### config.mk
export PLATFORM = sky130hd
export DESIGN_NAME = pbc_irq_gen
export DESIGN_NICKNAME = d
export VERILOG_FILES = /design/src/rtl/pbc_pkg.sv /design/src/rtl/pbc_fmt_decode.sv /design/src/rtl/pbc_dma_gate.sv /design/src/rtl/pbc_byte_counter.sv /design/src/rtl/pbc_irq_latch.sv /design/src/rtl/pbc_irq_gen.sv
export SDC_FILE = /design/constraint.sdc
export NUM_CORES = 1
export LEC_CHECK = 0
export BUFFER_PORTS_ARGS = -buffer_cell sky130_fd_sc_hd__buf_2
export CELL_PAD_IN_SITES_DETAIL_PLACEMENT = 1
export CELL_PAD_IN_SITES_GLOBAL_PLACEMENT = 1
export CORE_MARGIN = 3
export CORE_UTILIZATION = 35
export CTS_BUF_LIST = sky130_fd_sc_hd__clkbuf_4
export CTS_CLUSTER_SIZE = 25
export DETAILED_ROUTE_END_ITERATION = 16
export PLACE_DENSITY_LB_ADDON = 0.1
export SETUP_SLACK_MARGIN = 0.05
export SYNTH_ARGS = -nofsm -noshare
export SYNTH_HDL_FRONTEND = slang
export SYNTH_HIERARCHICAL = 1
export SYNTH_SLANG_ARGS = --single-unit
### constraint.sdc
create_clock -name clk -period 7.3 [get_ports clk]
set_input_delay 1.46 -clock clk [delete_from_list [all_inputs] [get_ports clk]]
set_output_delay 1.46 -clock clk [all_outputs]
set_load 0.01 [all_outputs]
### src/rtl/pbc_pkg.sv
// Shared constants and format decode helper for the playback byte counter.
package pbc_pkg;
    localparam int FMT_W   = 3;
    localparam int SHIFT_W = 2;

    typedef enum logic [1:0] {
        SK_BYTE    = 2'd0,
        SK_WORD    = 2'd1,
        SK_INVALID = 2'd2
    } sample_kind_t;

    // Classifies a masked format code into byte-wide, 16-bit or invalid.
    function automatic sample_kind_t kind_of(input logic [FMT_W-1:0] code);
        case (code)
            3'd0, 3'd1, 3'd3: kind_of = SK_BYTE;
            3'd2, 3'd6:       kind_of = SK_WORD;
            default:          kind_of = SK_INVALID;
        endcase
    endfunction
endpackage

### src/rtl/pbc_fmt_decode.sv
// Format decoder: masks the code by fmt_ext, flags invalid codes and
// produces the byte-per-sample shift. Purely combinational.
module pbc_fmt_decode
    import pbc_pkg::*;
(
    input  logic [FMT_W-1:0]   fmt_code,
    input  logic               fmt_ext,
    input  logic               stereo,
    output logic               fmt_ok,
    output logic [SHIFT_W-1:0] shift
);
    logic [FMT_W-1:0] masked;
    sample_kind_t     kind;

    // Mask the code and derive validity and shift.
    always_comb begin
        masked = fmt_ext ? fmt_code : {1'b0, fmt_code[1:0]};
        kind   = kind_of(masked);
        fmt_ok = (kind != SK_INVALID);
        if (kind == SK_WORD) shift = stereo ? 2'd2 : 2'd1;
        else                 shift = stereo ? 2'd1 : 2'd0;
    end
endmodule

### src/rtl/pbc_dma_gate.sv
// DMA request register. Also reports the cycle in which the request
// is about to rise, so the counter can restart. Assumes a synchronous reset.
module pbc_dma_gate (
    input  logic clk,
    input  logic rst_n,
    input  logic play_en,
    input  logic fmt_ok,
    output logic dma_req,
    output logic start
);
    logic want;

    // The request is wanted when playback is on and the format is valid.
    always_comb begin
        want  = play_en & fmt_ok;
        start = want & ~dma_req;
    end

    // Register the request.
    always_ff @(posedge clk) begin
        if (!rst_n) dma_req <= 1'b0;
        else        dma_req <= want;
    end
endmodule

### src/rtl/pbc_byte_counter.sv
// Transferred-byte counter compared against the count shifted into bytes.
// Assumes count and shift are stable while bytes flow.
module pbc_byte_counter #(
    parameter int CNT_W     = 16,
    parameter int SHIFT_MAX = 2,
    parameter int SHIFT_W   = 2
) (
    input  logic               clk,
    input  logic               rst_n,
    input  logic [CNT_W-1:0]   count,
    input  logic [SHIFT_W-1:0] shift,
    input  logic               count_en,
    input  logic               byte_ack,
    input  logic               start,
    output logic               hit
);
    localparam int ACC_W = CNT_W + SHIFT_MAX;

    logic [ACC_W-1:0] done_q;
    logic [ACC_W-1:0] thr;
    logic [ACC_W-1:0] nxt;
    logic             step;

    // Build the byte threshold and detect the completing byte.
    always_comb begin
        thr  = {{SHIFT_MAX{1'b0}}, count} << shift;
        nxt  = done_q + 1'b1;
        step = byte_ack & count_en & ~start;
        hit  = step & (thr != '0) & (nxt == thr);
    end

    // Advance, reload on hit, zero on restart.
    always_ff @(posedge clk) begin
        if (!rst_n)     done_q <= '0;
        else if (start) done_q <= '0;
        else if (hit)   done_q <= '0;
        else if (step)  done_q <= nxt;
    end
endmodule

### src/rtl/pbc_irq_latch.sv
// Interrupt line and set pulses. A hit takes priority over a clear
// in the same cycle. Assumes a synchronous reset.
module pbc_irq_latch (
    input  logic clk,
    input  logic rst_n,
    input  logic hit,
    input  logic irq_clr,
    output logic irq,
    output logic set_pulse
);
    // Latch the line and register the pulse.
    always_ff @(posedge clk) begin
        if (!rst_n) begin
            irq       <= 1'b0;
            set_pulse <= 1'b0;
        end else begin
            set_pulse <= hit;
            if (hit)          irq <= 1'b1;
            else if (irq_clr) irq <= 1'b0;
        end
    end
endmodule

### src/rtl/pbc_irq_gen.sv
// Playback byte counter interrupt generator: the top level joining the
// format decoder, the DMA gate, the byte counter and the interrupt latch.
module pbc_irq_gen
    import pbc_pkg::*;
#(
    parameter int CNT_W = 16,
    parameter int HALF  = CNT_W / 2
) (
    input  logic             clk,
    input  logic             rst_n,
    input  logic             byte_ack,
    input  logic [HALF-1:0]  cnt_hi,
    input  logic [HALF-1:0]  cnt_lo,
    input  logic             irq_en,
    input  logic             play_en,
    input  logic             stereo,
    input  logic [FMT_W-1:0] fmt_code,
    input  logic             fmt_ext,
    input  logic             irq_clr,
    output logic             dma_req,
    output logic             irq,
    output logic             int_set,
    output logic             pflag_set
);
    logic               fmt_ok;
    logic [SHIFT_W-1:0] shift;
    logic               start;
    logic               hit;
    logic               set_pulse;
    logic [CNT_W-1:0]   count;

    // Assemble the sample count from its two halves.
    always_comb count = {cnt_hi, cnt_lo};

    pbc_fmt_decode u_fmt (
        .fmt_code(fmt_code), .fmt_ext(fmt_ext), .stereo(stereo),
        .fmt_ok(fmt_ok), .shift(shift)
    );

    pbc_dma_gate u_gate (
        .clk(clk), .rst_n(rst_n), .play_en(play_en), .fmt_ok(fmt_ok),
        .dma_req(dma_req), .start(start)
    );

    pbc_byte_counter #(.CNT_W(CNT_W), .SHIFT_MAX(2), .SHIFT_W(SHIFT_W)) u_cnt (
        .clk(clk), .rst_n(rst_n), .count(count), .shift(shift),
        .count_en(irq_en & dma_req), .byte_ack(byte_ack), .start(start),
        .hit(hit)
    );

    pbc_irq_latch u_irq (
        .clk(clk), .rst_n(rst_n), .hit(hit), .irq_clr(irq_clr),
        .irq(irq), .set_pulse(set_pulse)
    );

    // Both status strobes come from the same completion event.
    always_comb begin
        int_set   = set_pulse;
        pflag_set = set_pulse;
    end
endmodule

==> flow_summary.toml, run 1 <==
[timing]
tns_ns = 0
setup_viol = 0
layout_setup_ws_ns = 2.670
rsz0062_at_grt = "no"
hold_viol_final = 0
fin_crit_sh_pct = 63.42
worstMarginPinSlew_ns = 1.020
fmaxAchievable_mhz = 216.0
skew_ns = 0.006342
slew_violations = 0
maxSlewHeadroom_pct = 32.02
finalCriticalPeriod_ns = 4.630

[global_routing]
first_global_vias = 1974
grt_pass1_wl_um = 9929
grt_max_degree = 37
grtUsageTotal_pct = 16.59
antenna_found_initial = 0
grt_overflow_total = 0

[run_status]
status = "completed"

[clock_tree]
cts_made_buffers = 3
hold_buffers = 0
clock_latency_ns = 0.31
clk_pin_slew_worst_paths_ns = 0.12
cts_tree = "built"
cts-root-buf = "clkbuf_4"
cts_sinks = 21
h-tree-depth = 1
cts.path.max_buffers = 2
cts_setup_buffers = 0
ctsResizeCount = 0

[routing]
dr_wl_met2_um = 2864
route.met3.wl_um = 94
totalWireLength_um = 5740
drt-met1-wl_um = 2731
highest_layer = "met4"
vias = 1955
ant_nets = 0
wl_per_cell_um = 16.59
drt_iter0_drc = 84
drc = 0
viasPerCell = 5.650
dr.pass1.iters = 4

[synth]
syn-num-nets = 279
yosys_warnings = 6
synth_ff_type = "dfxtp_1"
synth_compound_area_share_pct = 7.831
synth_seq_cells = 21
async_flop_share_pct = 0
avgSynthCellArea_um2 = 8.884
synth.area.mux_share_pct = 18.37
synth-adder-area-share_pct = 1.127
seq_area_frac_synth_pct = 18.93
synthesis.area_um2 = 2221
synthXorXnorAreaFrac_pct = 16.62
synth_top_family_by_area = "simple AND/OR/NAND/NOR gates"
synth_cell_types = 58
synthSimpleGateAreaFrac_pct = 32.39
synth_cells = 250
synth_edf_count = 0

[final_layout]
design_area_um2 = 2422
final_nets = 301
final_common_cell = "buf_2"
diodes = 0
area_growth_pct = 9.070
fillCellCount = 731
drive_gt1_share_pct = 22.88
mostFrequentLayoutCells = "30 x buf_2, 21 x nand2_1, 21 x xnor2_1, 21 x dfxtp_1, 19 x mux2i_1"
finalNonFillerCells = 346

[critical_path]
path_buf_inv = 2
worstPathCellList = "buf_2 -> nor2b_4 -> ha_1 -> mux4_2 -> or4_4 -> o21ai_1 -> and3_1 -> o221ai_2 -> nor4_4 -> buf_4 -> nor3_1"
end_kind = "flop"
slowest_stage = "ha_1"
crit_arrival_ns = 4.80
required_ns = 7.47
cp_top_family = "simple AND/OR/NAND/NOR gates"
slowest_delay_ns = 0.95
worst-setup-path-type = "input port to flop"
cp-start-kind = "input port"
crit_path_max_fanout = 26

[placed_design]
place_area_um2 = 2395
gp_congestion = 0.8015
numPlacedInstances = 342
port_buffers = 30
hpwl_um = 4529
dp_slack_ns = 2.305

[die]
start_util_pct = 36.86
design.core.area_um2 = 6026
io_pins = 31
fp-row-count = 28
dieArea_um2 = 7337
die_w_um = 85.66
die_y_um = 85.66

[power_and_ir_drop]
p_per_area_nw_per_um2 = 105.7
ir_drop_mv = 0.08540
leakagePower_nw = 0.8934

[worst_hold_path]
min_path_type = "flop to flop"

[job]
max-cap-violations = 0
==> sequential cells by signal, summed over array words and instances, names as in the netlist <==
register,cells
u_irq/irq,1
u_cnt/done_q,18
u_gate/dma_req,1
u_irq/set_pulse,1
==> tightest hold or removal path: stages (launching register included) <==
cell      delay, ns
dfxtp_1        0.38
o21ai_0        0.09
a211oi_1       0.06
==> final timing paths <==
| check | start | to | slack [ns] | cells past startpoint |
|---|---|---|---|---|
| worst max-delay path | fmt_code[1] | u_cnt/done_q[17]$_SDFFE_PP0P_ | 2.67 | 11 |
| worst min-delay path | u_cnt/done_q[3]$_SDFFE_PP0P_ | u_cnt/done_q[3]$_SDFFE_PP0P_ | 0.57 | 2 |
| worst max register to register | u_cnt/done_q[0]$_SDFFE_PP0P_ | u_cnt/done_q[17]$_SDFFE_PP0P_ | 4.26 | 9 |
| worst min register to register | u_cnt/done_q[3]$_SDFFE_PP0P_ | u_cnt/done_q[3]$_SDFFE_PP0P_ | 0.57 | 2 |
==> stage by stage <==
step	hold slack, ns	power, mW	utilization, %
global route	0.6238	0.2754	40.20
floorplan	0.5008	0.1792	-
CTS	0.5870	0.2606	40.20
global placement	0.5510	0.2018	39.74
detailed placement	0.5681	0.2026	39.74
finish	0.5697	0.2560	40.20
==> cell families (layout without fill, tap and decap cells) <==
group,count (synthesis),after routing
flip-flops,21,21
AND/OR/NAND/NOR,116,116
buffers and inverters,19,40
adder cells (fa/ha/maj),2,2
AO/OA/AOI/OAI,24,24
XOR/XNOR,39,39
multiplexers,29,29
==> cell usage after synthesis (7+ instances only) <==
master | n | area (um^2)
dfxtp_1 | 21 | 420.4
nand2_1 | 21 | 78.83
xnor2_1 | 21 | 183.9
mux2i_1 | 19 | 190.2
nor3_1 | 17 | 85.08
xor2_1 | 16 | 140.1
nor2_1 | 12 | 45.04
nand3_1 | 8 | 40.04
nand4_1 | 8 | 50.05
buf_2 | 7 | 35.03
nor3_2 | 7 | 70.07
==> routing by layer <==
layer,vias to the layer above,track usage (%)
li1,964,-
met1,973,22.44
met2,14,28.53
met3,4,2.690
met4,0,2.158
met5,-,0
==> power by group <==
| part | switching [mW] | internal (mW) |
|---|---|---|
| clock | 0.0362 | 0.0205 |
| sequential | 0.000358 | 0.115 |
| combinational | 0.0450 | 0.0390 |
| total | 0.0816 | 0.174 |
==> cell type report <==
cell class,count,area [um^2],area share (%)
clock inverter,1,5.005,0.2066
inverter,3,12.51,0.5165
sequential,21,420.4,17.36
multi-input combinational,210,1695,69.99
tap,75,93.84,3.874
clock buffer,3,22.52,0.9298
timing repair buffer,33,172.7,7.128
No activity file was read; power rests on OpenSTA's default activity.
==> run 2, diff against run 1 <==
==> constraint.sdc (replaced) <==
create_clock -name clk -period 3.8 [get_ports clk]
set_input_delay 0.76 -clock clk [delete_from_list [all_inputs] [get_ports clk]]
set_output_delay 0.76 -clock clk [all_outputs]
set_load 0.01 [all_outputs]
==> run 2 against run 1 <==
Sequential share of layout area down 0.44 points. Combinational power is 99% higher. Critical path type unchanged. First-iteration DRC count is 21% lower. Critical endpoint unchanged. Largest cell class unchanged.
==> flow_summary.toml, run 2 (synthesized netlist as in run 1, its figures left out) <==
[run_status]
status = "completed"

[die]
start_util_pct = 36.86
fp-row-count = 28
design.core.area_um2 = 6026
die_y_um = 85.66
dieArea_um2 = 7337
die_w_um = 85.66
io_pins = 31

[routing]
viasPerCell = 5.453
vias = 1903
drc = 0
dr.pass1.iters = 4
ant_nets = 0
drt_iter0_drc = 66
totalWireLength_um = 5763
wl_per_cell_um = 16.51

[global_routing]
grt_overflow_total = 0
antenna_found_initial = 0
grtUsageTotal_pct = 16.29
grt_max_degree = 27
grt_pass1_wl_um = 9722
first_global_vias = 1933

[timing]
fin_crit_sh_pct = 87.40
hold_viol_final = 0
rsz0062_at_grt = "no"
finalCriticalPeriod_ns = 3.321
worstMarginPinSlew_ns = 0.8543
tns_ns = 0
slew_violations = 0
setup_viol = 0
skew_ns = 0.002466
fmaxAchievable_mhz = 301.1
maxSlewHeadroom_pct = 43.05

[final_layout]
largest_register_ffs = 18
design_area_um2 = 2485
diodes = 0
drive_gt1_share_pct = 23.72
mostFrequentLayoutCells = "30 x buf_2, 21 x nand2_1, 21 x xnor2_1, 21 x dfxtp_1, 19 x mux2i_1"
final_common_cell = "buf_2"
fillCellCount = 736
final_nets = 304
registers.top_by_ff_count = "u_cnt/done_q"
area_growth_pct = 11.89
final_core_util_pct = 41.24

[clock_tree]
cts-root-buf = "clkbuf_4"
cts_setup_buffers = 0
cts_made_buffers = 3
clock_latency_ns = 0.30
hold_buffers = 0
cts.path.max_buffers = 2
cts_sinks = 21
cts_tree = "built"
clk_pin_slew_worst_paths_ns = 0.11
ctsResizeCount = 0
h-tree-depth = 1

[power_and_ir_drop]
ir_drop_mv = 0.1461
leakagePower_nw = 0.9200
total_power_mw = 0.5022
p_per_area_nw_per_um2 = 202.1

[worst_hold_path]
min_path_type = "flop to flop"

[critical_path]
ff2ff_setup_slack_ns = 1.01
cp-start-kind = "input port"
end_kind = "flop"
required_ns = 3.97
worst-setup-path-type = "input port to flop"
crit_arrival_ns = 3.49
crit_path_max_fanout = 26

[placed_design]
port_buffers = 30
gp_congestion = 0.7928
place_area_um2 = 2455
hpwl_um = 4600

[job]
max-cap-violations = 0
==> run 2: power breakdown <==
group | leakage (nW) | switching [mW] | total (mW) | internal (mW)
logic | 0.732 | 0.0867 | 0.167 | 0.0800
registers | 0.169 | 0.000699 | 0.222 | 0.221
clock network | 0.0184 | 0.0659 | 0.114 | 0.0481
total | 0.920 | 0.153 | 0.502 | 0.349
==> run 2: path summary, 6_finish.rpt <==
kind | start | to | cells after the start
setup / recovery | fmt_code[1] | u_cnt/done_q[17]$_SDFFE_PP0P_ | 11
hold / removal | u_cnt/done_q[3]$_SDFFE_PP0P_ | u_cnt/done_q[3]$_SDFFE_PP0P_ | 2
setup reg to reg | u_cnt/done_q[0]$_SDFFE_PP0P_ | u_cnt/done_q[17]$_SDFFE_PP0P_ | 9
hold reg to reg | u_cnt/done_q[3]$_SDFFE_PP0P_ | u_cnt/done_q[3]$_SDFFE_PP0P_ | 2
==> run 2: final cells by class <==
type                            count  area [um^2]  share of cell area, %
Clock buffer                        4        30.03                  1.208
Inverter                            3        12.51                 0.5035
Multi-Input combinational cell    210         1695                  68.23
Sequential cell                    21        420.4                  16.92
Tap cell                           75        93.84                  3.776
Timing Repair Buffer               36        232.7                  9.366
==> run 2: metal layers <==
layer  vias to the layer above  GRT usage [%]  routed length [um]
met5                         -              0                   0
met4                         0         0.8633                   0
met3                         0          2.305                  92
met2                        12          28.39                2912
met1                       928          22.45                2758
li1                        963              -                   -
==> run 2: worst max-delay path, stage by stage <==
cell	delay, ns
buf_2	0.09
nor2b_4	0.12
ha_1	0.31
buf_12	0.19
mux4_2	0.53
or4_4	0.44
o31ai_1	0.30
o221ai_2	0.17
nor4_4	0.29
buf_12	0.21
nor3_1	0.07
==> run 2: metrics by stage <==
| step | hold slack [ns] | worst slack [ns] | std cells |
|---|---|---|---|
| detailed placement | 0.5650 | 0.1624 | 345 |
| floorplan | 0.5008 | 0.3477 | 250 |
| CTS | 0.5806 | 0.5009 | 349 |
| finish | 0.5706 | 0.4786 | 349 |
| global placement | 0.5506 | 0.1884 | 345 |
| global route | 0.6220 | 0.2920 | 349 |
